<file path="src/rtl/noise_seq_pkg.sv">
package noise_seq_pkg;
  localparam int SEED_W     = 256;
  localparam int NONCE_W    = 8;
  localparam int SLOT_W     = 5;
  localparam int SLOT_COUNT = 28;
  localparam int K_W        = 3;
  localparam int K_MIN      = 2;
  localparam int K_MAX      = 4;
  localparam int ETA_W      = 2;
  localparam int ETA1_K2    = 3;
  localparam int ETA_STD    = 2;
  localparam int NUM_BANKS  = 2;

  typedef enum logic [1:0] {ST_IDLE, ST_REQ, ST_WAIT, ST_DONE} seq_state_e;
  typedef enum logic {BANK_SE = 1'b0, BANK_T = 1'b1} bank_e;
  typedef enum logic {MODE_KEYGEN = 1'b0, MODE_ENCAPS = 1'b1} mode_e;
endpackage

</file>
<file path="src/rtl/noise_seq_plan.sv">
// Per-polynomial decode: eta, bank, relative slot, last flag.
module noise_seq_plan
  import noise_seq_pkg::*;
#(
  parameter int KW    = K_W,
  parameter int IW    = K_W + 1,
  parameter int SW    = SLOT_W,
  parameter int EW    = ETA_W
) (
  input  logic          mode_i,
  input  logic [KW-1:0] k_i,
  input  logic [IW-1:0] idx_i,
  output logic [EW-1:0] eta_o,
  output logic          bank_o,
  output logic [SW-1:0] rel_o,
  output logic          last_o
);
  logic [IW-1:0] k_ext, two_k, total;
  logic [EW-1:0] eta1;
  logic          is_e2;

  always_comb begin
    k_ext  = IW'(k_i);
    two_k  = k_ext << 1;
    total  = two_k + IW'(mode_i);
    last_o = (idx_i == total - IW'(1));
    eta1   = (k_i == KW'(2)) ? EW'(ETA1_K2) : EW'(ETA_STD);
    is_e2  = (mode_i == MODE_ENCAPS) && (idx_i == two_k);
    eta_o  = ((mode_i == MODE_ENCAPS) && (idx_i >= k_ext)) ? EW'(ETA_STD) : eta1;
    bank_o = is_e2 ? BANK_T : BANK_SE;
    rel_o  = is_e2 ? '0 : SW'(idx_i);
  end
endmodule

</file>
<file path="src/rtl/noise_seq_slot_map.sv">
// Relative -> absolute slot; bank b base = K*K + b*2K.
module noise_seq_slot_map
  import noise_seq_pkg::*;
#(
  parameter int KW    = K_W,
  parameter int SW    = SLOT_W,
  parameter int NB    = NUM_BANKS,
  localparam int BW   = (NB > 1) ? $clog2(NB) : 1
) (
  input  logic [KW-1:0] k_i,
  input  logic [BW-1:0] bank_i,
  input  logic [SW-1:0] rel_i,
  output logic [SW-1:0] abs_o
);
  logic [SW-1:0] k_sq, two_k;
  logic [SW-1:0] base [NB];

  assign k_sq  = SW'(k_i) * SW'(k_i);
  assign two_k = SW'(k_i) << 1;

  for (genvar b = 0; b < NB; b++) begin : g_base
    assign base[b] = k_sq + SW'(b) * two_k;
  end

  assign abs_o = base[bank_i] + rel_i;
endmodule

</file>
<file path="src/rtl/noise_seq_ctrl.sv">
module noise_seq_ctrl
  import noise_seq_pkg::*;
(
  input  logic                clk_i,
  input  logic                rst_ni,
  input  logic                start_i,
  input  logic                mode_i,
  input  logic [K_W-1:0]      k_i,
  input  logic [SEED_W-1:0]   sigma_i,
  input  logic [SEED_W-1:0]   r_i,
  output logic                busy_o,
  output logic                done_o,
  output logic                req_valid_o,
  input  logic                req_ready_i,
  output logic [SEED_W-1:0]   req_seed_o,
  output logic [NONCE_W-1:0]  req_nonce_o,
  output logic [ETA_W-1:0]    req_eta_o,
  output logic                req_bank_o,
  output logic [SLOT_W-1:0]   req_slot_o,
  input  logic                samp_done_i
);
  localparam int IDX_W = K_W + 1;

  seq_state_e         state_q;
  logic [IDX_W-1:0]   idx_q;
  logic               mode_q;
  logic [K_W-1:0]     k_q;
  logic [SEED_W-1:0]  seed_q;
  logic               k_ok, last;
  logic [SLOT_W-1:0]  rel;

  assign k_ok = (k_i >= K_W'(K_MIN)) && (k_i <= K_W'(K_MAX));

  noise_seq_plan #(.KW(K_W), .IW(IDX_W), .SW(SLOT_W), .EW(ETA_W)) u_plan (
    .mode_i (mode_q),
    .k_i    (k_q),
    .idx_i  (idx_q),
    .eta_o  (req_eta_o),
    .bank_o (req_bank_o),
    .rel_o  (rel),
    .last_o (last)
  );

  noise_seq_slot_map #(.KW(K_W), .SW(SLOT_W), .NB(NUM_BANKS)) u_map (
    .k_i    (k_q),
    .bank_i (req_bank_o),
    .rel_i  (rel),
    .abs_o  (req_slot_o)
  );

  always_ff @(posedge clk_i or negedge rst_ni) begin
    if (!rst_ni) begin
      state_q <= ST_IDLE;
      idx_q   <= '0;
      mode_q  <= MODE_KEYGEN;
      k_q     <= '0;
      seed_q  <= '0;
    end else begin
      unique case (state_q)
        ST_IDLE: if (start_i && k_ok) begin
          mode_q  <= mode_i;
          k_q     <= k_i;
          seed_q  <= (mode_i == MODE_ENCAPS) ? r_i : sigma_i;
          idx_q   <= '0;
          state_q <= ST_REQ;
        end
        ST_REQ: if (req_ready_i) state_q <= ST_WAIT;
        ST_WAIT: if (samp_done_i) begin
          if (last) state_q <= ST_DONE;
          else begin
            idx_q   <= idx_q + IDX_W'(1);
            state_q <= ST_REQ;
          end
        end
        ST_DONE: state_q <= ST_IDLE;
        default: state_q <= ST_IDLE;
      endcase
    end
  end

  assign busy_o      = (state_q != ST_IDLE);
  assign done_o      = (state_q == ST_DONE);
  assign req_valid_o = (state_q == ST_REQ);
  assign req_seed_o  = seed_q;
  assign req_nonce_o = NONCE_W'(idx_q);
endmodule

</file>
<file path="config.mk">
export PLATFORM = sky130hd
export DESIGN_NAME = noise_seq_ctrl
export DESIGN_NICKNAME = d
export VERILOG_FILES = /design/src/rtl/noise_seq_pkg.sv /design/src/rtl/noise_seq_plan.sv /design/src/rtl/noise_seq_slot_map.sv /design/src/rtl/noise_seq_ctrl.sv
export SDC_FILE = /design/constraint.sdc
export NUM_CORES = 1
export LEC_CHECK = 0
export BUFFER_PORTS_ARGS = -buffer_cell sky130_fd_sc_hd__buf_2
export CORE_AREA = 8 8 302 304
export CTS_CLUSTER_DIAMETER = 80
export CTS_CLUSTER_SIZE = 40
export DETAILED_ROUTE_END_ITERATION = 12
export DIE_AREA = 0 0 310 312
export PLACE_DENSITY = 0.45
export SYNTH_ARGS = -nofsm -noshare
export SYNTH_HDL_FRONTEND = slang
export SYNTH_SLANG_ARGS = --single-unit
export TNS_END_PERCENT = 1
</file>
<file path="constraint.sdc">
create_clock -name clk_i -period 2.6 [get_ports clk_i]
set_input_delay 0 -clock clk_i [delete_from_list [all_inputs] [get_ports clk_i]]
set_output_delay 0 -clock clk_i [all_outputs]
set_load 0.05 [all_outputs]
</file>
======== Word-level counts from Yosys, hierarchy flattened ========
Index checks and enable logic that the tools add are counted.
Widths: inputs -> output; s select.
storage, ports and cells
  logic and storage cells ................. 53
  flip-flop bits (word level) ............. 266
operators by class
  add/subtract/negate cells ............... 5
  $mul .................................... 1
  order comparisons ....................... 4
  eq/ne operators ......................... 10
  bitwise logic cells ..................... 1
  multiplexer cells ....................... 17
  reductions and logical operators ........ 10
operators by type and width
  operator             number
  $mux 256             1
  $mux 4               4
  $mux 5               3
  $add 5x4->5          2
  $mux 2               5
  $eq 4x4->1           2
  $pmux 2 s4           1
  $pmux 4 s2           1
  $ne 2x2->1 const B   3
  $mul 3x3->5          1
  $add 4x1->4          1
  $add 4x1->4 const B  1
  $eq 2x2->1 const B   2
  $ge 4x3->1           1
  $logic_and 1x1->1    4
  $reduce_and 4->1     1
  $reduce_bool 2->1    2
  $sub 4x1->4 const B  1
  $eq 3x2->1 const B   1
  $ge 3x2->1 const B   1
  $le 3x3->1 const B   1
  $reduce_and 3->1     1
  $eq 2x1->1 const B   1
  $ge 2x2->1 const B   1
  5 further kinds      6

======== Longest topological paths before layout ========
  word-level depth ........................ 8
  gate-level depth with buffers ........... 11
  depth with buffers taken out ............ 10

======== Cells and area by module ========
From an unflattened synthesis, not the netlist that was laid out.
second synthesis, totals
  cell total of the unflattened synthesis .. 1228
  area, all modules ....................... 12738.5 um^2
by module, submodules not included
  module              cells each  area an instance (um^2)  instances
  noise_seq_ctrl      1163        12236.7                  1
  noise_seq_plan      35          269.0                    1
  noise_seq_slot_map  30          232.7                    1

======== Worst setup path before layout ========
Ideal clock, no wire load.
  path type ............................... reg-to-output
  start ................................... register idx_q[2]
  end ..................................... output req_slot_o[4]
  path buffers ............................ 1
  slack ................................... -0.722 ns
  cell stages (with the launch flop) ...... 12
  arrival ................................. 3.322 ns
  cells stage by stage .................... dfrtp_1 xnor2_1 nand2_1 or4_1 clkbuf_1 xnor2_1 nor2_1 ha_1 a21o_1 a21oi_1 xnor2_1 xnor2_1
between the ends
  cells in the longest elaborated chain, start to end .. 8
  elaborated cells on any way between the ends .. 9
RTL lines
  what                                       RTL line                  RTL
  start: declaration                         noise_seq_ctrl.sv:25      logic [IDX_W-1:0] idx_q;
  start signal: assignment                   noise_seq_ctrl.sv:71      idx_q <= idx_q + IDX_W'(1);
  $eq 4x4->1                                 noise_seq_plan.sv:28      is_e2 = (mode_i == MODE_ENCAPS) && (idx_i == two_k);
  $logic_and 1x1->1                          noise_seq_plan.sv:28
  $mux 1                                     noise_seq_plan.sv:30      bank_o = is_e2 ? BANK_T : BANK_SE;
  $not 1->2 (implied by the code)            noise_seq_slot_map.sv:25  assign abs_o = base[bank_i] + rel_i;
  $mux 5 (implied by the code) (3 in a row)  noise_seq_slot_map.sv:25
  $add 5x4->5 *                              noise_seq_slot_map.sv:25
  end: declaration                           noise_seq_ctrl.sv:19      output logic [SLOT_W-1:0] req_slot_o,
Every way passes the cells marked *; elsewhere a longest branch is shown, timed or not. The select of a mux whose other input is x is not followed.

======== Worst setup path in the final report ========
  start ................................... register k_q[2]
  end ..................................... output req_slot_o[4]
between the ends
  cells in the longest elaborated chain, start to end .. 8
  elaborated cells on any way between the ends .. 11
RTL lines
  what                                                                 RTL line                  RTL
  start: declaration                                                   noise_seq_ctrl.sv:27      logic [K_W-1:0] k_q;
  start signal: assignment                                             noise_seq_ctrl.sv:62      k_q <= k_i;
  parallel branches: the longest is 7 deep, another holds $mul 3x3->5  n/a
  $add 5x4->5 *                                                        noise_seq_slot_map.sv:25
Every way passes the cells marked *. The select of a mux whose other input is x is not followed.

==> run metrics <==
number of flops mapped to enable cells by yosys 0; clk sink count around 270; fin nets 3067; clk slew on worst S/H paths 80 ps; crit-path max FO 4; Pleak 12.51 nW; Reg2Reg Depth 5; Fin Clk Skew 16.77 ps; Clk network pwr share 14.3%; fill cell count 9211; Slew Limit Headroom 49.59%; switch share 52.95%; top cells by count, synth dfrtp_1, nand2_1, mux2i_1; postcts setup bufs 0; cell taking the most area after synthesis dfrtp_1; pin count of the biggest net entering global routing 72; Yosys top cell area share 52.38%; Synth Area in Adders 1.083%; Die Width 310 µm; H-tree depth 1; FF+latch count, synth roughly 270; Post-Syn Instances 1221; I/O Buffers 790; placed cell areas approximately 18000 µm²; CTS buffer count 20; largest family of logic cells by synthesized area multiplexers; initial DRC count 579; CP arrival 3080 ps; Synth Area in Compound Gates 10.91%; Die Area 96720 µm²; total routed wirelength 61510 µm; Internal Pwr Total roughly 0.012 W; residual DRC count 0; Slew Limit Fails 0; Die H roughly 310 µm; router iterations before antenna repair 4; final period utilization 118.6%; I/O pin count 796; fmax 324.4 MHz; Synthesis Warnings 0; Power Density roughly 1000 nW/µm²; Hold Path Class input pin to async pin; Seq pwr share between 20% and 30%; CTS tree yes; CP required 2600 ps; post-synthesis cell type count 38; simple logic cell fraction of the synthesized area 8.960%; register area share after synthesis a little over half; worst reg2reg setup slack 490 ps; run status finished, violations left; share of layout cells above drive strength 1 35.97%; clk buf depth 3; Rows ~110; core area 86210 µm²; Wirelength per Cell 16.59 µm; CP endpoint kind output pin; FF-to-FF Start state_q[1]; r2r endpoint req_seed_o[224]; failing checks setup timing; Initial Utilization 14.74%; Setup WS post-layout -482.9 ps; antenna violations before repair 20; average size of a mapped cell 10.41 µm²; most frequent cell after synthesis dfrtp_1; post-synthesis mux area share 20.81%; Comb power frac 57.6%; clock root buffer master clkbuf_16; RSZ-0062 raised after global routing yes; global-route usage over all layers 11.99%; Tmin final between 3000 and 4000 ps; Layout area overhead 91.78%; final instance area about 24000 µm²; overall power 0.02513 W; gr ovfl total 0; vias in the first global route 15080; clk_lat worst skew 550 ps; gpl congestion about 0.77; antenna viol nets, final 0; via count 13770; max-cap viol count 0; Synth Area in XOR/XNOR less than 1%; final setup vio count 3; main area contributors after synthesis dfrtp_1, mux2i_1, nand2_1; hpwl dp 48120 µm; Post-Syn Area 12710 µm²; asr flop ratio synth 100.0%; peak supply drop 0.6347 mV; first-pass GRT wire length 91000 µm; Tightest Pin Transition 756.1 ps; Switching Power approximately 0.013 W; Vias/cell 3.714; critical path type flip-flop to output pin; most used flip-flop cell after synthesis dfrtp_1; Critical Path Source Type flip-flop; Final Hold Fails 0
## critical path, cell delays in order, from the launching register on
cell and delay [ps]:
dfrtp_1 420, xnor2_2 180, nand2_1 70, or4_4 530, xnor2_2 150, nor2_1 110
ha_1 260, a21o_1 170, a21oi_2 170, xnor2_2 180, xnor2_4 150, buf_6 170
## kinds of logic after synthesis
kind of cell             count (synthesis)
AND/OR/NAND/NOR                        288
AO/OA/AOI/OAI                          271
buffers and inverters                  107
XOR/XNOR                                13
flip-flops                             266
multiplexers                           263
other                                    2
adder cells (fa/ha/maj)                 11
## power by group through the flow
| stage | registers, W | logic (W) | clock network [W] |
|---|---|---|---|
| 6_report | 0.00707 | 0.0145 | 0.00359 |
| 5_1_grt | 0.00734 | 0.0154 | 0.00393 |
| 4_1_cts | 0.00709 | 0.0146 | 0.00381 |
| 3_5_place_dp | 0.00713 | 0.0137 | 0 |
| 3_3_place_gp | 0.00710 | 0.0137 | 0 |
| 2_1_floorplan | 0.0137 | 0.00305 | 0 |
## registers in the layout, summed over array words and instances, names as in the netlist
name	count
idx_q	4
k_q	3
mode_q	1
req_seed_o	256
state_q	2
## cell usage in the layout, fill, tap and decap left out, types with 2 or more instances in the layout
master / instances
conb_1: 5
diode_2: 4
nand2_1: 262
buf_6: 3
o21ai_0: 144
buf_4: 58
xnor2_2: 5
o21ai_1: 114
buf_8: 2
xnor2_1: 3
a21oi_2: 2
mux2i_1: 260
nor2_1: 9
a21o_1: 4
dlygate4sd3_1: 522
buf_2: 785
nor3_1: 3
dfrtp_1: 263
clkbuf_16: 21
and2_1: 3
clkinv_8: 3
mux2_4: 2
dfrtp_2: 3
ha_1: 11
clkinv_4: 4
buf_12: 14
inv_1: 12
bufinv_16: 3
xor2_1: 3
nand2b_1: 3
## what timing repair did
| action | in CTS | in global routing |
|---|---|---|
| hold buffers | 522 | 0 |
| setup endpoints to repair | 3 | 3 |
| hold endpoints to repair | 514 | 0 |
| pin swaps | 1 | 0 |
| resized for setup | 9 | 2 |
## cell type report
type / count / area, µm² / share of cell area [%]
sequential: 266 / 6660 / 27.33
antenna: 4 / 10.01 / 0.04107
clock buffer: 22 / 539.3 / 2.213
tap: 1155 / 1445 / 5.930
clock inverter: 14 / 211.5 / 0.8677
multi-input combinational: 851 / 5525 / 22.67
timing repair buffer: 1384 / 9933 / 40.76
inverter: 12 / 45.04 / 0.1848
## stage by stage
stage                     hold slack, ps  TNS, ps  std cells  setup slack [ps]  utilization (%)
after floorplan                   -295.6   -170.7       1224            -118.1                -
after global placement             48.57   -124.6       3146            -124.6            21.26
after detailed placement           53.56   -118.9       3146            -118.9            21.26
after CTS                          29.07    -1153       3704            -560.2            28.24
after global routing               63.47    -1376       3707            -653.6            28.26
final                              57.27   -898.4       3708            -482.9            28.27
## routing by layer
layer | global-route usage [%] | up-vias | share of wire, %
met5 | 0 | - | 0.14
met2 | 20.88 | 527 | 48
li1 | - | 6805 | -
met4 | 4.245 | 14 | 3.5
met3 | 3.996 | 109 | 9.3
met1 | 13.58 | 6316 | 39
## how the worst max path moves through the flow
stage                   from             to  slack [ps]  cells past startpoint
global placement      k_q[2]  req_slot_o[4]        -120                     11
finish                k_q[2]  req_slot_o[4]        -480                     11
floorplan           idx_q[2]  req_slot_o[4]        -120                     11
detailed placement    k_q[1]  req_slot_o[4]        -120                     11
CTS                   k_q[2]  req_slot_o[4]        -560                     11
global route          k_q[1]  req_slot_o[4]        -650                     11
(Power assumes the default switching activity.)
